File: src/rtl/bcd_scan_pkg.sv
package bcd_scan_pkg;
  localparam int DIGIT_W = 4;

  typedef struct packed {
    logic countStep;
    logic scanStep;
    logic clear;
  } ctrlStrobes_t;
endpackage

File: src/rtl/bcd_scan_ctrl.sv
module bcd_scan_ctrl
  import bcd_scan_pkg::*;
#(
  parameter int SYNC_STAGES    = 2,
  parameter int TICKS_PER_STEP = 2
) (
  input  logic         clk,
  input  logic         masterClr,
  input  logic         countIn,
  input  logic         countDis,
  input  logic         scanTick,
  output ctrlStrobes_t strobes
);
  logic                   gatedLvl;
  logic [SYNC_STAGES-1:0] syncPipe;
  logic                   prevLvl;
  logic                   scanStep;

  assign gatedLvl = countIn | countDis;

  // Reset to zero: a falling edge can never appear straight out of clear.
  always_ff @(posedge clk) begin
    if (masterClr) begin
      syncPipe <= '0;
      prevLvl  <= 1'b0;
    end else begin
      syncPipe <= {syncPipe[SYNC_STAGES-2:0], gatedLvl};
      prevLvl  <= syncPipe[SYNC_STAGES-1];
    end
  end

  generate
    if (TICKS_PER_STEP == 1) begin : gDirect
      assign scanStep = scanTick;
    end else begin : gDivide
      localparam int TICK_W = $clog2(TICKS_PER_STEP);
      logic [TICK_W-1:0] tickCnt;
      logic              lastTick;
      assign lastTick = (tickCnt == TICK_W'(TICKS_PER_STEP - 1));
      assign scanStep = scanTick & lastTick;
      always_ff @(posedge clk) begin
        if (masterClr)     tickCnt <= '0;
        else if (scanTick) tickCnt <= lastTick ? '0 : tickCnt + 1'b1;
      end
    end
  endgenerate

  assign strobes.countStep = prevLvl & ~syncPipe[SYNC_STAGES-1];
  assign strobes.scanStep  = scanStep;
  assign strobes.clear     = masterClr;
endmodule

File: src/rtl/bcd_scan_datapath.sv
module bcd_scan_datapath
  import bcd_scan_pkg::*;
#(
  parameter int NUM_DIGITS = 3
) (
  input  logic                  clk,
  input  ctrlStrobes_t          strobes,
  input  logic                  latchHold,
  output logic [DIGIT_W-1:0]    bcdBus,
  output logic [NUM_DIGITS-1:0] digitSelN,
  output logic                  overflow
);
  localparam int SEL_W = (NUM_DIGITS > 1) ? $clog2(NUM_DIGITS) : 1;

  logic [NUM_DIGITS-1:0][DIGIT_W-1:0] liveDig;
  logic [NUM_DIGITS-1:0][DIGIT_W-1:0] heldDig;
  logic [NUM_DIGITS:0]                carry;
  logic [SEL_W-1:0]                   selIdx;

  assign carry[0] = strobes.countStep;

  generate
    for (genvar i = 0; i < NUM_DIGITS; i++) begin : gDigit
      logic atNine;
      assign atNine     = (liveDig[i] == DIGIT_W'(9));
      assign carry[i+1] = carry[i] & atNine;

      always_ff @(posedge clk) begin
        if (strobes.clear)  liveDig[i] <= '0;
        else if (carry[i])  liveDig[i] <= atNine ? '0 : liveDig[i] + 1'b1;
      end

      // Hold register: follows the live digit, frozen while latchHold is high.
      always_ff @(posedge clk) begin
        if (!latchHold) heldDig[i] <= liveDig[i];
      end
    end
  endgenerate

  always_ff @(posedge clk) begin
    if (strobes.clear) begin
      overflow <= 1'b0;
      selIdx   <= '0;
    end else begin
      overflow <= carry[NUM_DIGITS];
      if (strobes.scanStep)
        selIdx <= (selIdx == SEL_W'(NUM_DIGITS - 1)) ? '0 : selIdx + 1'b1;
    end
  end

  always_comb begin
    digitSelN         = '1;
    digitSelN[selIdx] = 1'b0;
    bcdBus            = latchHold ? heldDig[selIdx] : liveDig[selIdx];
  end
endmodule

File: src/rtl/bcd_scan_counter.sv
module bcd_scan_counter
  import bcd_scan_pkg::*;
#(
  parameter int NUM_DIGITS     = 3,
  parameter int SYNC_STAGES    = 2,
  parameter int TICKS_PER_STEP = 2
) (
  input  logic                  clk,
  input  logic                  masterClr,
  input  logic                  countIn,
  input  logic                  countDis,
  input  logic                  latchHold,
  input  logic                  scanTick,
  output logic [DIGIT_W-1:0]    bcdBus,
  output logic [NUM_DIGITS-1:0] digitSelN,
  output logic                  overflow
);
  ctrlStrobes_t strobes;

  bcd_scan_ctrl #(
    .SYNC_STAGES   (SYNC_STAGES),
    .TICKS_PER_STEP(TICKS_PER_STEP)
  ) uCtrl (
    .clk      (clk),
    .masterClr(masterClr),
    .countIn  (countIn),
    .countDis (countDis),
    .scanTick (scanTick),
    .strobes  (strobes)
  );

  bcd_scan_datapath #(
    .NUM_DIGITS(NUM_DIGITS)
  ) uData (
    .clk      (clk),
    .strobes  (strobes),
    .latchHold(latchHold),
    .bcdBus   (bcdBus),
    .digitSelN(digitSelN),
    .overflow (overflow)
  );
endmodule

File: config.mk
export PLATFORM = sky130hd
export DESIGN_NAME = bcd_scan_counter
export DESIGN_NICKNAME = d
export VERILOG_FILES = /design/src/rtl/bcd_scan_pkg.sv /design/src/rtl/bcd_scan_ctrl.sv /design/src/rtl/bcd_scan_datapath.sv /design/src/rtl/bcd_scan_counter.sv
export SDC_FILE = /design/constraint.sdc
export NUM_CORES = 1
export LEC_CHECK = 0
export BUFFER_PORTS_ARGS = -buffer_cell sky130_fd_sc_hd__buf_2
export CORE_ASPECT_RATIO = 2
export CORE_MARGIN = 8
export CORE_UTILIZATION = 54
export CTS_BUF_LIST = sky130_fd_sc_hd__clkbuf_8
export CTS_CLUSTER_SIZE = 40
export DETAILED_ROUTE_END_ITERATION = 10
export PLACE_DENSITY = 0.77
export SETUP_SLACK_MARGIN = 0.5
export SLEW_MARGIN = 10
export SYNTH_ARGS = -nofsm -noshare
export SYNTH_HDL_FRONTEND = slang
export SYNTH_SLANG_ARGS = --single-unit
File: constraint.sdc
create_clock -name clk -period 1.4 [get_ports clk]
set_input_delay 0.07 -clock clk [delete_from_list [all_inputs] [get_ports clk]]
set_output_delay 0.07 -clock clk [all_outputs]
set_load 0.02 [all_outputs]
==> Word-level counts from Yosys, hierarchy flattened <==
Cells that the tools add are included.
{ "totals": {"reg_bits": 31, "out_inout_bits": 8} }
{ "classes": {"mux": 12, "n_eq_ne": 4, "n_reduce_logical": 1, "bitwise_logic": 8, "addsub": 5, "order_cmp": 2} }
{ "ops": {"columns": ["op", "n"], "rows": [
  ["2-to-1 mux 4 bit", 6],
  ["binary-select mux 4 bit (select 2 bit)", 2],
  ["adder 4 x 1 -> 4 bit (second input constant)", 3],
  ["equality test 4 bit (second input constant)", 3],
  ["AND 1 bit", 5],
  ["< comparator 2 x 3 -> 1 bit (second input constant)", 1],
  ["inverter 3 bit", 1],
  ["adder 2 x 1 -> 2 bit (second input constant)", 1],
  ["demux 1 bit (select 2 bit)", 1],
  ["equality test 2 bit (second input constant)", 1],
  [">= comparator 2 x 1 -> 1 bit (second input constant)", 1],
  ["2-to-1 mux 1 bit", 2],
  ["2-to-1 mux 2 bit", 1],
  ["adder 1 bit (second input constant)", 1],
  ["logical AND 1 bit", 1],
  ["inverter 1 bit", 1],
  ["bitwise OR 1 bit", 1]
]} }

==> Depth between registers and ports, before layout <==
{ "logic_depth": {"depth_word": 5, "mapped_depth": 5} }

==> Cells and area by module <==
From an unflattened synthesis, not the netlist that was laid out.
{ "hier_totals": {"hier_cells": 136, "area_unflattened_um2": 1457.6} }
{ "by_module_without_submodules": {"columns": ["mod", "cells_each", "instances", "seq_area_each_um2", "area_per_inst_um2"], "rows": [
  ["bcd_scan_datapath", 122, 1, 660.6, 1316.3],
  ["bcd_scan_ctrl", 14, 1, 80.1, 141.4]
]} }

==> Worst setup path before layout <==
No wires, ideal clock.
{ "synth_path": {"kind": "reg2reg", "startpoint": "register uData.liveDig[2] (netlist bit)", "endpoint": "register uData.liveDig[11] (netlist bit)", "setup_ns": 0.074, "stages_incl_launch_ff": 5, "required_time_ns": 1.326, "arrival_ns": 1.431, "setup_slack_ns": -0.105, "synth_period_minus_slack_ns": 1.505, "cell_sequence": "dfxtp_1 nand4bb_4 or2_4 or4_1 a31oi_1"} }
{ "synth_via": {"elab_chain_cells": 3} }
{ "synth_lines": {"columns": ["item", "line", "text"], "rows": [
  ["start: declaration", "bcd_scan_datapath.sv:15", "logic [NUM_DIGITS-1:0][DIGIT_W-1:0] liveDig;"],
  ["start signal: indexed assignment", "bcd_scan_datapath.sv:30", "else if (carry[i]) liveDig[i] <= atNine ? '0 : liveDig[i] + 1'b1;"],
  ["equality test 4 bit", "bcd_scan_datapath.sv:25", "assign atNine = (liveDig[i] == DIGIT_W'(9));"],
  ["AND 1 bit (2 in series)", "bcd_scan_datapath.sv:26", "assign carry[i+1] = carry[i] & atNine;"]
]} }
No other way between the ends.
A chain may end at the register's enable or synchronous reset.

==> Final worst setup path <==
{ "layout_path": {"startpoint": "register uData.selIdx[1]", "endpoint": "output port bcdBus[1]"} }
{ "layout_via": {"elab_chain_cells": 3, "word_cells_on_any_way": 5} }
{ "layout_lines": {"columns": ["item", "line", "text"], "rows": [
  ["start: declaration", "bcd_scan_datapath.sv:18", "logic [SEL_W-1:0] selIdx;"],
  ["start signal: assignment", "bcd_scan_datapath.sv:47", "selIdx <= (selIdx == SEL_W'(NUM_DIGITS - 1)) ? '0 : selIdx + 1'b1;"],
  ["binary-select mux 4 bit (select 2 bit)", "bcd_scan_datapath.sv:54", "bcdBus = latchHold ? heldDig[selIdx] : liveDig[selIdx];"],
  ["2-to-1 mux 4 bit (not written as such)", "bcd_scan_datapath.sv:54", null],
  ["2-to-1 mux 4 bit (*)", "bcd_scan_datapath.sv:54", null],
  ["end: declaration", "bcd_scan_counter.sv:14", "output logic [DIGIT_W-1:0] bcdBus,"]
]} }
Every way passes the cells marked *; elsewhere a longest branch is shown, timed or not. The select of a mux whose other input is x is not followed.

==> results.yml <==
global_route:
  grt-ovfl-total: 0
  gr-usage-met2: 0.305
  grt_pass1_vias: 1233
  grtUsageMet3: 0.0370
  antenna_found_initial: 0
  gr-usage-all-layers: 0.159
  use_met1: 0.142
  grt_max_degree: 21
  grt.busiest_layer: "met2"
  grt_pass1_wl_um: 5510
setup_path:
  worstPathRequired_ns: 1.33
  path_class: "flop to primary output"
  rr_endpoint: "uData.liveDig[11]"
  reg2reg_slack_ns: -0.08
  end_kind: "primary output"
  worstPathMaxFanout: 6
  crit_arrival_ns: 1.46
  worstReg2RegStart: "uData.liveDig[1]"
  crit_chain: "buf_12 > mux2i_1 > nor2_1 > a211oi_2 > a21oi_2 > buf_4"
  startpoint: "uData.selIdx[1]"
  worstRegToRegCells: 4
  start_kind: "flop"
  max_stage_delay_ns: 0.40
  worst-path-stages: 6
  cp_top_family: "flip-flops"
  path_buf_inv: 2
  slowest_stage: "dfxtp_4"
clocking:
  cts.sinks: 31
  cts_root_buffer: "clkbuf_8"
  cts_made_buffers: 5
  cts_buffer_depth: 2
  tritoncts: "built"
  clk_latency_ns: 0.29
  htree_levels: 2
  path_clk_slew_ns: 0.07
power:
  ir_drop_mv: 1.07
  leakagePower_nw: 0.794
  fin_total_pwr_mw: 2.03
  power_density_nw_per_um2: 981
synthesis:
  syn-num-nets: 149
  synthTopCellsByArea: "dfxtp_1 27%, edfxtp_1 25%, mux2i_1 6.3%"
  synth.distinct_cells: 33
  ys.warnings.count: 0
  syn_avg_cell_area_um2: 9.94
  ys.flop_type: "dfxtp_1"
  async_flop_share: 0
  synth.most_common_cell: "nor2_1"
  synth_edf_count: 12
  synth_top_area_frac: 0.268
  ys_seq_area_frac: 0.521
  synth.ff_latch_count: 31
  syn_inst: 143
  synth_area_leader_cell: "dfxtp_1"
  ys_top_cells_by_count: "22 x nor2_1, 19 x dfxtp_1, 14 x a21oi_1"
  synth.cell_area_um2: 1420
timing:
  rsz0062_at_grt: "yes"
  hold_slack_ns: 0.111
  setup-tns-final_ns: -0.529
  relSlewSlack: 0.695
  skew_ns: 0.00479
  timing.final.max_slew_violations: 0
  setup_viol: 5
  hold_violations: 0
  period_share: 1.09
  setup_ws_ns: -0.129
  min_period_ns: 1.53
  worstMarginPinSlew_ns: 0.457
  max_freq_mhz: 654
floorplanning:
  die_y_um: 88.6
  dieArea_um2: 4630
  core_um2: 2540
  start_util: 0.560
  ios: 14
  dieWidth_um: 52.3
  core.rowCount: 26
route:
  drtAntennaViolNets: 0
  wl_per_cell_um: 17.0
  wl_um: 3650
  drc: 0
  vias: 1246
  first_pass_iters: 4
  via_per_inst: 5.80
  drt_iter0_drc: 55
hold_path:
  holdPathStages: 3
  hp-start: "scanTick"
  hold_class: "input pin to flop"
  hold_end: "uCtrl.gDivide.lastTick"
layout:
  antennaDiodeCount: 0
  fillers: 149
  layout-drive-gt1-share: 0.465
  layout.nets: 192
  syn_to_final_growth_pct: 45.7
place:
  portBuffers: 13
  dpl.hpwl_um: 2180
  gp_congestion: 0.854
  pre_cts_ws_ns: -0.0498
status:
  status: "complete, but fails checks"
  violations: "negative setup slack"
job:
  cap_viol_max_count: 0
routing by layer:
metal / share of wire / wire [um]
met1: 0.33 / 1190
met2: 0.58 / 2110
met3: 0.061 / 222
met4: 0.034 / 125
met5: 0 / 0
worst max-delay path by stage:
| stage | endpoint |
|---|---|
| floorplan | uData.liveDig[11] |
| finish | bcdBus[1] |
| CTS | bcdBus[1] |
| detailed placement | uData.liveDig[11] |
| global route | bcdBus[1] |
| global placement | uData.liveDig[11] |
worst register-to-register path: cells and delay by family, from the launching register on:
kind | cells | cell delay (ns)
and+or+nand+nor | 3 | 0.92
DFF | 1 | 0.34
AOI/OAI and AO/OA | 1 | 0.15
logic make-up after synthesis:
kind of cell    after synthesis  synth area share
compound gates               25             0.100
mux                           9            0.0634
simple gates                 61             0.248
xor+xnor                      6            0.0370
buf+inv                      11            0.0299
flops                        31             0.521
cell type report:
class | count | area [um^2] | share of cell area
sequential | 31 | 756 | 0.365
tap | 28 | 35.0 | 0.0169
clock inverter | 3 | 38.8 | 0.0187
inverter | 3 | 11.3 | 0.00544
multi-input combinational | 101 | 785 | 0.379
timing repair buffer | 44 | 377 | 0.182
clock buffer | 5 | 68.8 | 0.0332
sequential cells by signal, summed over array words and instances (netlist names):
| signal | cells |
|---|---|
| uData.heldDig | 12 |
| uData.liveDig | 12 |
| uCtrl.syncPipe | 2 |
| uData.selIdx | 2 |
| uCtrl.gDivide.lastTick | 1 |
| uCtrl.prevLvl | 1 |
| uData.overflow | 1 |
layout by cell type, fill, tap and decap left out, types with 2 or more instances in the layout:
cell type | synthesis | layout
dfxtp_4 | 0 | 2
buf_2 | 1 | 8
clkbuf_8 | 0 | 5
a31oi_1 | 2 | 2
a21oi_1 | 14 | 7
nor3_2 | 0 | 2
nor3_4 | 0 | 2
nor2b_1 | 8 | 6
buf_4 | 0 | 20
a211oi_2 | 0 | 2
a21oi_2 | 0 | 7
edfxtp_1 | 12 | 12
nand2_1 | 7 | 7
dlygate4sd3_1 | 0 | 2
dfxtp_2 | 0 | 6
or2_4 | 1 | 2
buf_6 | 0 | 13
nand3_1 | 2 | 2
nor2_1 | 22 | 21
inv_1 | 3 | 3
dfxtp_1 | 19 | 11
xnor2_1 | 6 | 5
nand2b_1 | 4 | 3
mux2i_1 | 9 | 9
report_power, final:
part	total (mW)	leakage (nW)	internal (mW)	switching [mW]
Combinational	0.194	0.456	0.0878	0.106
Clock	0.856	0.0556	0.520	0.336
Sequential	0.982	0.282	0.962	0.0197
Total	2.03	0.794	1.57	0.461
per-stage QoR:
| step | util | cell area (um^2) | cells |
|---|---|---|---|
| finish | 0.816 | 2070 | 215 |
| global route | 0.816 | 2070 | 215 |
| CTS | 0.786 | 1990 | 212 |
| detailed placement | 0.666 | 1690 | 196 |
| global placement | 0.666 | 1690 | 196 |
| floorplan | - | 1480 | 143 |
repair_timing:
item | CTS | global route
buffers inserted | 6 | 3
hold buffers | 2 | 0
hold endpoints to repair | 1 | 0
resized for setup | 31 | 14
pin swaps | 11 | 9
endpoints found under the setup margin | 21 | 22
(Power assumes the default switching activity.)
